## config.mk

```make
export PLATFORM = sky130hd
export DESIGN_NAME = pgpc_core
export DESIGN_NICKNAME = d
export VERILOG_FILES = /design/src/rtl/pgpc_pkg.sv /design/src/rtl/pgpc_target.sv /design/src/rtl/pgpc_stack.sv /design/src/rtl/pgpc_core.sv
export SDC_FILE = /design/constraint.sdc
export NUM_CORES = 1
export LEC_CHECK = 0
export BUFFER_PORTS_ARGS = -buffer_cell sky130_fd_sc_hd__buf_2
export CAP_MARGIN = 20
export CORE_MARGIN = 2
export CORE_UTILIZATION = 45
export DETAILED_ROUTE_END_ITERATION = 10
export HOLD_SLACK_MARGIN = 0.05
export PLACE_DENSITY = 0.67
export SLEW_MARGIN = 20
export SYNTH_ARGS = -nofsm -noshare
export SYNTH_HDL_FRONTEND = slang
export SYNTH_SLANG_ARGS = --single-unit
```

## constraint.sdc

```tcl
create_clock -name clk_i -period 5.36 [get_ports clk_i]
set_clock_uncertainty 0.1 [all_clocks]
set_input_delay 0.536 -clock clk_i [delete_from_list [all_inputs] [get_ports clk_i]]
set_output_delay 0.536 -clock clk_i [all_outputs]
set_load 0.01 [all_outputs]
```

## src/rtl/pgpc_pkg.sv

```systemverilog
package pgpc_pkg;

  typedef enum logic [2:0] {
    OP_SEQ  = 3'd0,
    OP_JMP  = 3'd1,
    OP_CALL = 3'd2,
    OP_RET  = 3'd3,
    OP_MOVL = 3'd4,
    OP_ADDL = 3'd5,
    OP_TBL  = 3'd6,
    OP_NOP7 = 3'd7
  } pc_op_e;

  function automatic logic op_is_flow(input logic [2:0] op);
    return (op != OP_SEQ) && (op != OP_NOP7);
  endfunction

endpackage

```

## src/rtl/pgpc_target.sv

```systemverilog
module pgpc_target
  import pgpc_pkg::*;
#(
  parameter int PC_W   = 12,
  parameter int PAGE_W = 2,
  parameter int BYTE_W = 8
) (
  input  logic [PC_W-1:0]        pc_i,
  input  logic [2:0]             op_i,
  input  logic [PC_W-PAGE_W-1:0] imm_i,
  input  logic [BYTE_W-1:0]      acc_i,
  input  logic [PAGE_W-1:0]      page_i,
  input  logic [PC_W-1:0]        top_i,
  output logic [PC_W-1:0]        nxt_o,
  output logic [PC_W-1:0]        ret_addr_o
);

  localparam int LOW_W = PC_W - PAGE_W;
  localparam int MID_W = LOW_W - BYTE_W;

  logic [BYTE_W-1:0] byte_sum;
  logic [PC_W-1:0]   inc_pc;

  assign byte_sum   = pc_i[BYTE_W-1:0] + acc_i;
  assign inc_pc     = pc_i + PC_W'(1);
  assign ret_addr_o = inc_pc;

  always_comb begin
    nxt_o = inc_pc;
    unique case (op_i)
      OP_JMP,
      OP_CALL: nxt_o = {page_i, imm_i};
      OP_RET:  nxt_o = top_i;
      OP_MOVL: nxt_o = {page_i, {MID_W{1'b0}}, acc_i};
      OP_ADDL: nxt_o = {page_i, {MID_W{1'b0}}, byte_sum};
      OP_TBL:  nxt_o = {page_i, pc_i[LOW_W-1:BYTE_W], byte_sum};
      default: nxt_o = inc_pc;
    endcase
  end

endmodule

```

## src/rtl/pgpc_stack.sv

```systemverilog
module pgpc_stack #(
  parameter int DATA_W = 12,
  parameter int DEPTH  = 5
) (
  input  logic              clk_i,
  input  logic              rst_ni,
  input  logic              push_i,
  input  logic              pop_i,
  input  logic [DATA_W-1:0] push_data_i,
  output logic [DATA_W-1:0] top_o
);

  localparam int SP_W = (DEPTH > 1) ? $clog2(DEPTH) : 1;
  localparam logic [SP_W-1:0] LAST = SP_W'(DEPTH - 1);

  logic [SP_W-1:0]   sp_q, sp_d;
  logic [SP_W-1:0]   rd_idx;
  logic [DATA_W-1:0] slot_q [DEPTH];

  assign rd_idx = (sp_q == '0) ? LAST : (sp_q - SP_W'(1));
  assign top_o  = slot_q[rd_idx];

  always_comb begin
    sp_d = sp_q;
    if (push_i) begin
      sp_d = (sp_q == LAST) ? '0 : (sp_q + SP_W'(1));
    end else if (pop_i) begin
      sp_d = rd_idx;
    end
  end

  always_ff @(posedge clk_i or negedge rst_ni) begin
    if (!rst_ni) begin
      sp_q <= '0;
    end else if (push_i || pop_i) begin
      sp_q <= sp_d;
    end
  end

  for (genvar g = 0; g < DEPTH; g++) begin : g_slot
    logic wr_en;
    assign wr_en = push_i && (sp_q == SP_W'(g));
    always_ff @(posedge clk_i or negedge rst_ni) begin
      if (!rst_ni) begin
        slot_q[g] <= '0;
      end else if (wr_en) begin
        slot_q[g] <= push_data_i;
      end
    end
  end

endmodule

```

## src/rtl/pgpc_core.sv

```systemverilog
module pgpc_core
  import pgpc_pkg::*;
#(
  parameter int PC_W   = 12,
  parameter int PAGE_W = 2,
  parameter int BYTE_W = 8,
  parameter int DEPTH  = 5
) (
  input  logic                   clk_i,
  input  logic                   rst_ni,
  input  logic [2:0]             op_i,
  input  logic [PC_W-PAGE_W-1:0] imm_i,
  input  logic [BYTE_W-1:0]      acc_i,
  input  logic [PAGE_W-1:0]      page_i,
  output logic [PC_W-1:0]        pc_o,
  output logic                   stall_o
);

  logic [PC_W-1:0] pc_q, pc_d;
  logic            stall_q, stall_d;
  logic            act;
  logic            push, pop;
  logic [PC_W-1:0] nxt_pc, ret_addr, top;

  assign act  = !stall_q;
  assign push = act && (op_i == OP_CALL);
  assign pop  = act && (op_i == OP_RET);

  pgpc_target #(
    .PC_W  (PC_W),
    .PAGE_W(PAGE_W),
    .BYTE_W(BYTE_W)
  ) u_target (
    .pc_i      (pc_q),
    .op_i      (op_i),
    .imm_i     (imm_i),
    .acc_i     (acc_i),
    .page_i    (page_i),
    .top_i     (top),
    .nxt_o     (nxt_pc),
    .ret_addr_o(ret_addr)
  );

  pgpc_stack #(
    .DATA_W(PC_W),
    .DEPTH (DEPTH)
  ) u_stack (
    .clk_i      (clk_i),
    .rst_ni     (rst_ni),
    .push_i     (push),
    .pop_i      (pop),
    .push_data_i(ret_addr),
    .top_o      (top)
  );

  always_comb begin
    pc_d    = pc_q;
    stall_d = 1'b0;
    if (act) begin
      pc_d    = nxt_pc;
      stall_d = op_is_flow(op_i);
    end
  end

  always_ff @(posedge clk_i or negedge rst_ni) begin
    if (!rst_ni) begin
      pc_q    <= '1;
      stall_q <= 1'b0;
    end else begin
      pc_q    <= pc_d;
      stall_q <= stall_d;
    end
  end

  assign pc_o    = pc_q;
  assign stall_o = stall_q;

endmodule

```

* Word-level counts from Yosys, hierarchy flattened
Cells that the tools add are included.
** Word-level totals
- Output and inout port bits :: 13
- Register bits :: 76
- Input port bits :: 25
** Operators by class
- Reduce and logical (&&, ||, !) cells :: 16
- Magnitude comparators :: 1
- Add/sub/neg operators :: 4
- Equality and inequality tests :: 11
- Bitwise gates (word level) :: 3
- Mux-type cells :: 9
** Operators with widths (count)
- $pmux W12 S5 :: 1
- $bmux W12 S3 :: 1
- $mux W12 :: 2
- $add A12 B1 Y12 const B :: 1
- $eq A3 B2 Y1 const B :: 4
- $eq A3 B3 Y1 const B :: 4
- $mux W3 :: 4
- $add A8 B8 Y8 :: 1
- $logic_and A1 B1 Y1 :: 8
- $eq A3 B1 Y1 const B :: 2
- $ge A4 B4 Y1 const B :: 1
- $not A3 Y4 :: 1
- $reduce_and A2 Y1 :: 2
- $add A3 B1 Y3 const B :: 1
- $logic_not A3 Y1 :: 1
- $ne A3 B3 Y1 const B :: 1
- $reduce_bool A3 Y1 :: 1
- $sub A3 B1 Y3 const B :: 1
- $not A1 Y1 :: 2
- $reduce_bool A2 Y1 :: 1
- $reduce_or A2 Y1 :: 1
- $logic_not A1 Y1 :: 1
- $logic_or A1 B1 Y1 :: 1
- $mux W1 :: 1

* Logic depth before layout (Yosys ltp)
- Depth in word-level cells :: 7
- Gate-level depth with buffers :: 12

* By module
Synthesis repeated with hierarchy kept, for this count alone.
** Second synthesis, totals
- Cell total of the unflattened synthesis :: 455
- Area total of the unflattened synthesis :: 4992.3 sq um
** Modules (own cells, without submodules)
- pgpc_stack :: area an instance 3159.3 sq um, sequential area each 1576.5 sq um, cells each 237, times used 1
- pgpc_target :: area an instance 1247.4 sq um, sequential area each 0.0 sq um, cells each 186, times used 1
- pgpc_core :: area an instance 585.6 sq um, sequential area each 340.3 sq um, cells each 32, times used 1

* Worst setup path before layout
Ideal clock, no wire load.
- Path type :: register to register
- From :: register u_stack.sp_q[0]
- To :: register pc_q[6] (netlist: pc_o[6])
- Arrival time :: 2.148 ns
- Slack :: 3.051 ns
- Buffers on the path :: 3
- Clock period less this slack :: 2.309 ns
- Library setup time :: 0.061 ns
- Data required time :: 5.199 ns
- Stages on the path, launching flop included :: 12
- Path through :: dfrtp_1 > buf_6 > buf_4 > inv_1 > ha_1 > buf_6 > nand4bb_1 > o211ai_4 > and2_4 > a21oi_1 > o211ai_1 > a22o_1
** Between the ends
- Word-level cells in the longest chain between the ends :: 7
- Elaborated cells between the ends (all ways) :: 8
- Classes of those cells :: 1 x add/sub; 5 x mux; 1 x bitwise; 1 x reduce/logical
** Ends and longest elaborated chain
- from (decl) :: line pgpc_stack.sv:16 : logic [SP_W-1:0] sp_q, sp_d;
- from (signal assigned) :: line pgpc_stack.sv:36 : sp_q <= sp_d;
- $sub A3 B1 Y3 / $logic_not A3 Y1 (equally long branches) :: line pgpc_stack.sv:20 : assign rd_idx = (sp_q == '0) ? LAST : (sp_q - SP_W'(1));
- $mux W3 * :: line pgpc_stack.sv:20
- $not A3 Y4 (not written as such) * :: line pgpc_stack.sv:21 : assign top_o = slot_q[rd_idx];
- $bmux W12 S3 * :: line pgpc_stack.sv:21
- $mux W12 (not written as such) * (2 in series) :: line pgpc_stack.sv:21
- $pmux W12 S5 * :: line pgpc_target.sv:30 : unique case (op_i)
- to (signal assigned) :: line pgpc_core.sv:70 : pc_q <= pc_d;
- to (decl) :: line pgpc_core.sv:19 : logic [PC_W-1:0] pc_q, pc_d;
Every way passes the cells marked *; elsewhere a longest branch is shown, timed or not. The select of a mux whose other input is x is not followed.
A chain may end at the register's enable or synchronous reset.

* Worst setup path after layout
- From :: register u_stack.sp_q[0]
- To :: register u_stack.slot_q[49] in the netlist's numbering
** Between the ends
- Word-level cells in the longest chain between the ends :: 2
** Ends and longest elaborated chain
- $logic_not A3 Y1 :: line pgpc_stack.sv:42 : assign wr_en = push_i && (sp_q == SP_W'(g));
- $logic_and A1 B1 Y1 :: line pgpc_stack.sv:42
- to (signal, indexed assignment) :: line pgpc_stack.sv:47 : slot_q[g] <= push_data_i;
- to (decl) :: line pgpc_stack.sv:18 : logic [DATA_W-1:0] slot_q [DEPTH];
No other way between the ends.

==> results.cfg <==
[die]
die_h_um = 104
io_pins = 38
die_w_um = 104
rows = 36
coreArea_um2 = 9770
fp.dieArea_um2 = 10900
initial_core_util_pct = 46.3

[worst_setup_path]
r2r_start = u_stack.sp_q[0]
cp_max_fo = 23
worstPathArrival_ns = 3.14
critPathLaunchType = flip-flop
timing.rr.end = u_stack.slot_q[49]
path_class = reg -> reg
end_kind = flip-flop
cp.required_ns = 5.50
reg2reg_setup_slack_ns = 2.36
r2r_cells = 5

[logic_synthesis]
syn_inst = 482
synth_seq_cells = 76
async_reset_ff_share_pct = 100
synth_nets = 522
synth.most_common_cell = nand2_1
synth_area_leaders = dfrtp_1, dfstp_2, nand2_1, mux2i_1, a21oi_1
ys_top_cells_by_count = nand2_1, dfrtp_1, a21oi_1, o21ai_1, o21ai_0
synth_ff_type = dfrtp_1
yosysSeqAreaShare_pct = 42.4
avgSynthCellArea_um2 = 9.39
synth_largest_area_cell = dfrtp_1
yosys.area.top_type_share_pct = 35.4
synth_cell_types = 64
synth_edf_count = 0
netlist_area_um2 = 4530
synth_warnings = 0

[cts]
cts_tree = yes
cts_hold_buf = 0
cts_buffer_depth = 2
htreeDepth = 3
cts.sinks = 76
clk_pin_slew_ns = 0.08
post_cts_buffers = 0
clk_latency_ns = 0.35
clock-root-buffer = clkbuf_8
numCtsBuffers = 9
cts_resized = 0

[finish]
diodes = 0
areaGrowthSynthToFinish_pct = 8.32
layout-drive-gt1-share_pct = 17.0
nets = 542
fin_cells = 640
postLayoutCellArea_um2 = 4900
nFillCells = 936

[placement]
preCtsSetupSlack_ns = 2.42
dp.cells = 624
port_buffers = 37
dp_hpwl_um = 8020
dpl_cell_area_um2 = 4710
gp_congestion = 0.844

[sta]
fin_ws_ns = 2.36
setup_violations = 0
fin_setup_tns_ns = 0
hold_viol = 0
slew_headroom_pct = 35.8
drv_slew = 0
period_minus_slack_ns = 3.00
fmaxAchievable_mhz = 334
max_slew.worst_pin.slew_ns = 0.964
min_period_over_period_pct = 55.9
grt_setup_unrepaired = no

[flow_run]
drv_cap = 0

[drt]
drc_errors = 0
vias = 3619
drt_iter0_drc = 312
routedWlPerCell_um = 17.6
ant_nets = 0
viasPerCell = 5.65
routed_wl_um = 11300
drtPass1Iterations = 4

[grt]
use_met1_pct = 30.8
grt_overflow = 0
grt_max_degree = 77
grt_use_total_pct = 21.5
antenna_found_initial = 0
grt_pass1_vias = 3524
use_met2_pct = 32.4
grt_first_pass_wirelength_um = 18600
use_met3_pct = 4.39
grt_busiest_layer = met2

[pwr]
power_leakage_uw = 0.00209
finalPower_uw = 2580
p_per_area_nw_per_um2 = 526
peakVddDrop_mv = 0.274

[outcome]
status = completed

[min_path]
hp-class = in -> async
==> cells in the final DEF (no fill, tap or decap), types with 6 or more instances in the layout <==
master and instances:
a211oi_1 11, a21oi_1 36, a22oi_1 6, buf_2 36, clkbuf_8 9, dfrtp_1 64
dfstp_2 12, ha_1 14, inv_1 13, mux2i_1 22, nand2_1 66, nor2_1 27
nor2b_1 7, o21ai_0 32, o21ai_1 34, o22ai_1 10, xnor2_1 8, xor2_1 8
==> per-layer routing <==
metal	up-vias	routed length (um)
met4	0	186
met5	-	0
met2	78	5290
met1	1739	5290
li1	1788	-
met3	14	491
==> metrics by stage <==
stage	util [%]	hold WS, ns
floorplan	-	0.140
global placement	48.2	0.357
detailed placement	48.2	0.362
CTS	50.2	0.269
global route	50.2	0.314
finish	50.2	0.224
==> worst max-delay path by stage <==
stage,slack (ns),endpoint,cells after the start,startpoint
5_1_grt,2.20,u_stack.slot_q[49],5,u_stack.sp_q[0]
3_5_place_dp,2.42,u_stack.slot_q[49],5,u_stack.sp_q[0]
2_1_floorplan,3.05,pc_o[6],11,u_stack.sp_q[0]
6_report,2.36,u_stack.slot_q[49],5,u_stack.sp_q[0]
4_1_cts,2.40,u_stack.slot_q[49],5,u_stack.sp_q[0]
3_3_place_gp,2.50,u_stack.slot_q[49],5,u_stack.sp_q[0]
==> area by class of cell <==
type	count	area [um2]	share of cell area, %
Multi-Input combinational cell	363	2380	48.5
Sequential cell	76	1920	39.1
Timing Repair Buffer	38	195	3.98
Tap cell	133	166	3.39
Clock buffer	10	128	2.60
Clock inverter	6	63.8	1.30
Inverter	14	52.6	1.07
==> critical path: stages (launching register included) <==
cell,delay [ns]
dfrtp_1,0.46
inv_1,0.13
ha_1,0.37
nor2b_1,0.70
nand2_1,0.67
mux2_2,0.46
==> state kept, by name, indices dropped and copies added (netlist names) <==
signal          count
pc_o               12
u_stack.sp_q        3
stall_o             1
u_stack.slot_q     60
==> kinds of logic after synthesis <==
kind of cell               count (synthesis)  synth area share, %
DFF                                       76                 42.4
xor gates and xnor gates                  17                 3.46
adders and majority gates                 19                 5.20
AOI/OAI and AO/OA                        164                 22.8
buffers and inverters                     43                 5.06
and+or+nand+nor                          130                 13.4
muxes                                     33                 7.74
==> power by group <==
part	internal [uW]	total [uW]	leakage, uW	switching (uW)
clock	215	432	0.0000927	217
sequential	818	1020	0.000968	206
combinational	448	1120	0.00103	673
(Power assumes the default switching activity.)
